`src/rtl/scc_pkg.sv`:
```
package scc_pkg;
  localparam int CNT_W  = 32;
  localparam int BYTE_W = 8;
  localparam int NBYTES = CNT_W / BYTE_W;
  localparam int PTR_W  = $clog2(NBYTES);
  localparam int MODE_W = 3;

  typedef struct packed {
    logic irq_en;
    logic auto_tms;
    logic cnt_en;
  } mode_t;

  localparam mode_t MODE_RESET = '{irq_en: 1'b0, auto_tms: 1'b0, cnt_en: 1'b1};

  function automatic logic [CNT_W-1:0] assemble(input logic [BYTE_W-1:0] top,
                                                input logic [CNT_W-BYTE_W-1:0] low);
    return {top, low};
  endfunction

  function automatic logic [CNT_W-1:0] next_count(input logic [CNT_W-1:0] c);
    return c - 1'b1;
  endfunction

  function automatic logic is_last(input logic [CNT_W-1:0] c);
    return c == {{(CNT_W-1){1'b0}}, 1'b1};
  endfunction
endpackage

```
`src/rtl/scc_byte_loader.sv`:
```
module scc_byte_loader
  import scc_pkg::*;
(
  input  logic              clk,
  input  logic              rst_n,
  input  logic              wr_en,
  input  logic [BYTE_W-1:0] wr_data,
  output logic              commit,
  output logic [CNT_W-1:0]  load_val
);
  localparam int STAGE_W = CNT_W - BYTE_W;
  localparam logic [PTR_W-1:0] LAST = PTR_W'(NBYTES - 1);

  logic [PTR_W-1:0]   ptr;
  logic [STAGE_W-1:0] stage;

  assign commit   = wr_en && (ptr == LAST);
  assign load_val = assemble(wr_data, stage);

  always_ff @(posedge clk or negedge rst_n) begin
    if (!rst_n) begin
      ptr <= '0;
    end else if (wr_en) begin
      ptr <= commit ? '0 : ptr + 1'b1;
    end
  end

  for (genvar b = 0; b < NBYTES - 1; b++) begin : g_lane
    always_ff @(posedge clk or negedge rst_n) begin
      if (!rst_n) begin
        stage[b*BYTE_W +: BYTE_W] <= '0;
      end else if (wr_en && ptr == PTR_W'(b)) begin
        stage[b*BYTE_W +: BYTE_W] <= wr_data;
      end
    end
  end
endmodule

```
`src/rtl/scc_down_counter.sv`:
```
module scc_down_counter
  import scc_pkg::*;
(
  input  logic             clk,
  input  logic             rst_n,
  input  logic             commit,
  input  logic [CNT_W-1:0] load_val,
  input  logic             decr,
  output logic [CNT_W-1:0] count,
  output logic             loaded
);
  always_ff @(posedge clk or negedge rst_n) begin
    if (!rst_n) begin
      count  <= '0;
      loaded <= 1'b0;
    end else if (commit) begin
      count  <= load_val;
      loaded <= (load_val != '0);
    end else if (decr && loaded) begin
      count  <= next_count(count);
      loaded <= !is_last(count);
    end
  end
endmodule

```
`src/rtl/scc_gate.sv`:
```
module scc_gate
  import scc_pkg::*;
(
  input  mode_t            mode,
  input  logic             loaded,
  input  logic [CNT_W-1:0] count,
  input  logic             tck_req,
  input  logic             tms_in,
  output logic             blocked,
  output logic             pulse,
  output logic             decr,
  output logic             tms_force,
  output logic             tms_out,
  output logic             irq
);
  always_comb begin
    blocked   = mode.cnt_en && !loaded;
    pulse     = tck_req && !blocked;
    decr      = pulse && mode.cnt_en;
    tms_force = mode.auto_tms && mode.cnt_en && loaded && is_last(count);
    tms_out   = tms_in || tms_force;
    irq       = mode.irq_en && !loaded;
  end
endmodule

```
`src/rtl/scan_cycle_counter.sv`:
```
module scan_cycle_counter
  import scc_pkg::*;
(
  input  logic              clk,
  input  logic              rst_n,
  input  logic              wr_en,
  input  logic [BYTE_W-1:0] wr_data,
  input  logic              mode_wr,
  input  logic [MODE_W-1:0] mode_data,
  input  logic              tck_req,
  input  logic              tms_in,
  output logic              tck_pulse,
  output logic              count_blocked,
  output logic              tms_out,
  output logic              irq,
  output logic              cnt_active,
  output logic [CNT_W-1:0]  count_value
);
  mode_t            mode;
  logic             commit_w;
  logic [CNT_W-1:0] load_val_w;
  logic             decr_w;
  logic             loaded_w;
  logic             tms_force_w;

  always_ff @(posedge clk or negedge rst_n) begin
    if (!rst_n) mode <= MODE_RESET;
    else if (mode_wr) mode <= mode_t'(mode_data);
  end

  scc_byte_loader u_loader (
    .clk(clk), .rst_n(rst_n), .wr_en(wr_en), .wr_data(wr_data),
    .commit(commit_w), .load_val(load_val_w)
  );

  scc_down_counter u_counter (
    .clk(clk), .rst_n(rst_n), .commit(commit_w), .load_val(load_val_w),
    .decr(decr_w), .count(count_value), .loaded(loaded_w)
  );

  scc_gate u_gate (
    .mode(mode), .loaded(loaded_w), .count(count_value), .tck_req(tck_req),
    .tms_in(tms_in), .blocked(count_blocked), .pulse(tck_pulse), .decr(decr_w),
    .tms_force(tms_force_w), .tms_out(tms_out), .irq(irq)
  );

  assign cnt_active = loaded_w;
endmodule

```
`config.mk`:
```
export PLATFORM = sky130hd
export DESIGN_NAME = scan_cycle_counter
export DESIGN_NICKNAME = d
export VERILOG_FILES = /design/src/rtl/scc_pkg.sv /design/src/rtl/scc_byte_loader.sv /design/src/rtl/scc_down_counter.sv /design/src/rtl/scc_gate.sv /design/src/rtl/scan_cycle_counter.sv
export SDC_FILE = /design/constraint.sdc
export NUM_CORES = 1
export LEC_CHECK = 0
export CAP_MARGIN = 5
export CORE_MARGIN = 5
export CORE_UTILIZATION = 26
export CTS_BUF_LIST = sky130_fd_sc_hd__clkbuf_8
export CTS_CLUSTER_SIZE = 40
export DETAILED_ROUTE_END_ITERATION = 8
export PLACE_DENSITY = 0.54
export SYNTH_ARGS = -nofsm -noshare
export SYNTH_HDL_FRONTEND = slang
export SYNTH_SLANG_ARGS = --single-unit
```
`constraint.sdc`:
```
create_clock -name clk -period 2.1 [get_ports clk]
set_input_delay 0.21 -clock clk [delete_from_list [all_inputs] [get_ports clk]]
set_output_delay 0.21 -clock clk [all_outputs]
set_load 0.005 [all_outputs]
```
==> metrics.cfg <==
[status]
run_status=finished with violations
failed_checks=negative setup slack

[cells_and_area]
design_area_um2=4460
num_antenna_cells=0
final_standard_cell_utilization_of_the_core_pct=38.8
area_delta_synth_final_pct=44.7
drive_above_1_share_pct=28.0
layout.nets=432
fill_cells=1172

[placed_design]
placed_cell_area_um2=4190
last_weighted_congestion_value_of_the_routability_driven_placer=0.853
port-buffer-count=53
hpwl_mm=6.68

[sta]
grt_setup_unrepaired=yes
fin_max_slew_vios=0
worst_slew_margin_rel_pct=66.1
max_slew.worst_pin.slew_ns=0.504
fin_ws_ns=-0.240
setup-violations-final=1
post-route-min-period_ns=2.34
clock_skew_ns=0.00964
layout_worst_path_cycle_share_pct=111
final_hold_viol_count=0
timing.fmax_mhz=427

[clock_tree]
worst_setup_hold_path_clk_slew_ns=0.07
cts.path.max_buffers=2
cts_tree=done
worst_skew_pair.late_latency_ns=0.34
number_of_buffers_created_by_cts=9
clockRootBuffer=sky130_fd_sc_hd__clkbuf_8
htreeDepth=3
cts_num_sinks=62

[floorplan]
die_area_um2=14100
floorplan.initialDensity_pct=26.8
fp-row-count=39
floorplan.core_area_um2=11500
chipHeight_um=119
floorplan.die.width_um=119
ios=54

[global_route]
number_of_global_route_vias_before_repair=2742
grt_antenna_before_repair=0
gr-total-overflow=0
grt_first_pass_wirelength_mm=14.2
grt_start_max_net_pins=59
track_usage_pct=12.7

[logic_synthesis]
ys_async_sr_fraction_pct=100
synth_fp_nets=320
synth_warnings=0
share_of_synthesized_area_occupied_by_flip_flops_and_latches_pct=50.3
ys_types=35
synthesis.area_per_instance_um2=10.4
cell_area_after_technology_mapping_um2=3080
synthesized_flop_and_latch_total=62
synth_edf_count=0
synth_top_flop_cell=sky130_fd_sc_hd__dfrtp_1
post_synth_inst_count=297

[pwr]
static-leakage-power_nw=1.82
max-vdd-ir-drop_mv=0.378
cell_pwr_density_nw_per_um2=1340

[routing]
drcViolationCount=0
detail_route.iter0.violations=118
route.detailed.vias_per_inst=4.66
detailedRoute.firstPassIterationCount=4
dr_total_vias=2595
final_antenna_net_count=0
detail_route.wl_per_cell_um=15.5
wl_mm=8.65

[min_path]
hold_path.class=primary input to async pin

[setup_path]
setup.worst_path.class=flop to output pin
timing.critical_path.fanout_max=2
cp.arrival_ns=2.13
launching_element_type_of_the_critical_path=flop
critical_path_end_type=output pin
timing.critical_path.required_ns=1.89
worst-r2r-cell-count=6

[job]
max_cap_violations=0

==> layout by cell type, fill, tap and decap left out, types with 2 or more instances in the layout <==
| cell type | n |
|---|---|
| sky130_fd_sc_hd__dfrtp_1 | 61 |
| sky130_fd_sc_hd__buf_4 | 52 |
| sky130_fd_sc_hd__clkdlybuf4s50_1 | 51 |
| sky130_fd_sc_hd__nand2_1 | 41 |
| sky130_fd_sc_hd__o21ai_0 | 30 |
| sky130_fd_sc_hd__mux2_2 | 27 |
| sky130_fd_sc_hd__xnor2_1 | 26 |
| sky130_fd_sc_hd__nor4_1 | 18 |
| sky130_fd_sc_hd__nor2_1 | 16 |
| sky130_fd_sc_hd__nor3_1 | 12 |
| sky130_fd_sc_hd__clkbuf_8 | 11 |
| sky130_fd_sc_hd__inv_1 | 8 |
| sky130_fd_sc_hd__ha_1 | 6 |
| sky130_fd_sc_hd__a21oi_1 | 4 |
| sky130_fd_sc_hd__nor2b_1 | 3 |
| sky130_fd_sc_hd__or3_1 | 3 |
| sky130_fd_sc_hd__nand3_1 | 3 |
| sky130_fd_sc_hd__nand4_1 | 3 |
| sky130_fd_sc_hd__buf_6 | 3 |
| sky130_fd_sc_hd__nor4_4 | 2 |
| sky130_fd_sc_hd__or2_2 | 2 |
| sky130_fd_sc_hd__or4_4 | 2 |
| sky130_fd_sc_hd__nor3_4 | 2 |
| sky130_fd_sc_hd__xnor2_2 | 2 |
| sky130_fd_sc_hd__or4_1 | 2 |
| sky130_fd_sc_hd__xor2_1 | 2 |
| sky130_fd_sc_hd__buf_2 | 2 |
| sky130_fd_sc_hd__buf_12 | 2 |
==> metrics by stage <==
step | TNS [ns] | total power, mW | setup slack (ns) | cells | hold slack, ns
after floorplan | 0 | 3.35 | 0.0550 | 297 | -0.0856
after global placement | -0.770 | 4.94 | -0.594 | 538 | 0.127
after detailed placement | -0.741 | 4.99 | -0.568 | 538 | 0.135
after CTS | -0.295 | 6.01 | -0.295 | 557 | 0.319
after global routing | -0.412 | 6.42 | -0.341 | 557 | 0.352
final | -0.240 | 5.97 | -0.240 | 557 | 0.310
==> power by group <==
| group | internal [mW] | switching [mW] |
|---|---|---|
| Combinational | 1.72 | 1.17 |
| Sequential | 1.75 | 0.423 |
| Clock | 0.474 | 0.434 |
| Total | 3.94 | 2.03 |
==> area by class of cell <==
| class | instances | area (um2) | share of cell area (%) |
|---|---|---|---|
| sequential | 62 | 1550 | 34.8 |
| multi-input combinational | 221 | 1550 | 34.7 |
| timing repair buffer | 111 | 995 | 22.3 |
| tap | 143 | 179 | 4.01 |
| clock buffer | 11 | 151 | 3.39 |
| clock inverter | 5 | 20.0 | 0.449 |
| inverter | 4 | 15.0 | 0.336 |
==> routing by layer <==
| metal | share of wire [%] | vias to the layer above | track usage, % |
|---|---|---|---|
| li1 | - | 1276 | - |
| met1 | 44 | 1260 | 15.9 |
| met2 | 51 | 48 | 21.8 |
| met3 | 4.3 | 11 | 2.80 |
| met4 | 1.5 | 0 | 4.20 |
| met5 | 0 | - | 0 |
==> state kept, by name, summed over array words and instances (netlist names) <==
| signal | flops |
|---|---|
| mode | 3 |
| u_counter.count | 32 |
| u_counter.loaded | 1 |
| u_loader.load_val | 24 |
| u_loader.ptr | 2 |
==> logic make-up after synthesis <==
family	Yosys count	share of synthesized area [%]
muxes	27	9.86
AOI/OAI and AO/OA	39	6.78
buffers and inverters	14	1.74
and+or+nand+nor	119	20.3
xor gates and xnor gates	30	8.52
adders and majority gates	6	2.43
DFF	62	50.3
==> critical path: stages (launching register included) <==
cell and delay (ns):
sky130_fd_sc_hd__dfrtp_1 0.39, sky130_fd_sc_hd__nor4_2 0.30, sky130_fd_sc_hd__buf_4 0.17, sky130_fd_sc_hd__nand3_4 0.06
sky130_fd_sc_hd__or4b_4 0.50, sky130_fd_sc_hd__nor3_2 0.12, sky130_fd_sc_hd__a41o_1 0.16, sky130_fd_sc_hd__buf_2 0.10
==> worst paths after layout <==
path / slack, ns / endpoint / from
worst max-delay path: -0.24 / tms_out / u_counter.count[14]$_DFFE_PN0P_
worst min-delay path: 0.31 / u_counter.count[29]$_DFFE_PN0P_ / rst_n
worst max register to register: 0.02 / u_counter.count[31]$_DFFE_PN0P_ / u_counter.count[20]$_DFFE_PN0P_
worst min register to register: 0.51 / u_counter.count[22]$_DFFE_PN0P_ / u_loader.load_val[22]$_DFFE_PN0P_
max in group asynchronous: 1.26 / u_loader.load_val[15]$_DFFE_PN0P_ / rst_n
min in group clk: 0.49 / mode[0]$_DFFE_PN1P_ / mode_data[0]
==> synthesized netlist by cell type, types with 2 or more instances <==
| cell type | count | area, um2 |
|---|---|---|
| sky130_fd_sc_hd__nor2b_1 | 3 | 18.8 |
| sky130_fd_sc_hd__nand4_1 | 3 | 18.8 |
| sky130_fd_sc_hd__or2_2 | 2 | 12.5 |
| sky130_fd_sc_hd__nor3_1 | 15 | 75.1 |
| sky130_fd_sc_hd__or4_4 | 2 | 22.5 |
| sky130_fd_sc_hd__nor4_1 | 19 | 119 |
| sky130_fd_sc_hd__clkbuf_1 | 9 | 33.8 |
| sky130_fd_sc_hd__a21oi_1 | 4 | 20.0 |
| sky130_fd_sc_hd__or3_2 | 2 | 15.0 |
| sky130_fd_sc_hd__ha_1 | 6 | 75.1 |
| sky130_fd_sc_hd__nand2_1 | 41 | 154 |
| sky130_fd_sc_hd__xor2_1 | 2 | 17.5 |
| sky130_fd_sc_hd__inv_1 | 4 | 15.0 |
| sky130_fd_sc_hd__dfrtp_1 | 61 | 1530 |
| sky130_fd_sc_hd__nor2_1 | 16 | 60.1 |
| sky130_fd_sc_hd__or3_1 | 3 | 18.8 |
| sky130_fd_sc_hd__nand3_1 | 3 | 15.0 |
| sky130_fd_sc_hd__mux2_2 | 27 | 304 |
| sky130_fd_sc_hd__or4_1 | 2 | 15.0 |
| sky130_fd_sc_hd__xnor2_1 | 28 | 245 |
| sky130_fd_sc_hd__o21ai_0 | 31 | 155 |
==> repair_timing <==
action	CTS	global route
resized for setup	15	5
setup endpoints to repair	5	5
hold buffers	1	0
pin swaps	12	4
cloned	0	0
setup buffers	2	0
endpoints found under the hold margin	10	0
Note: power is estimated with default switching activity, not from simulation.
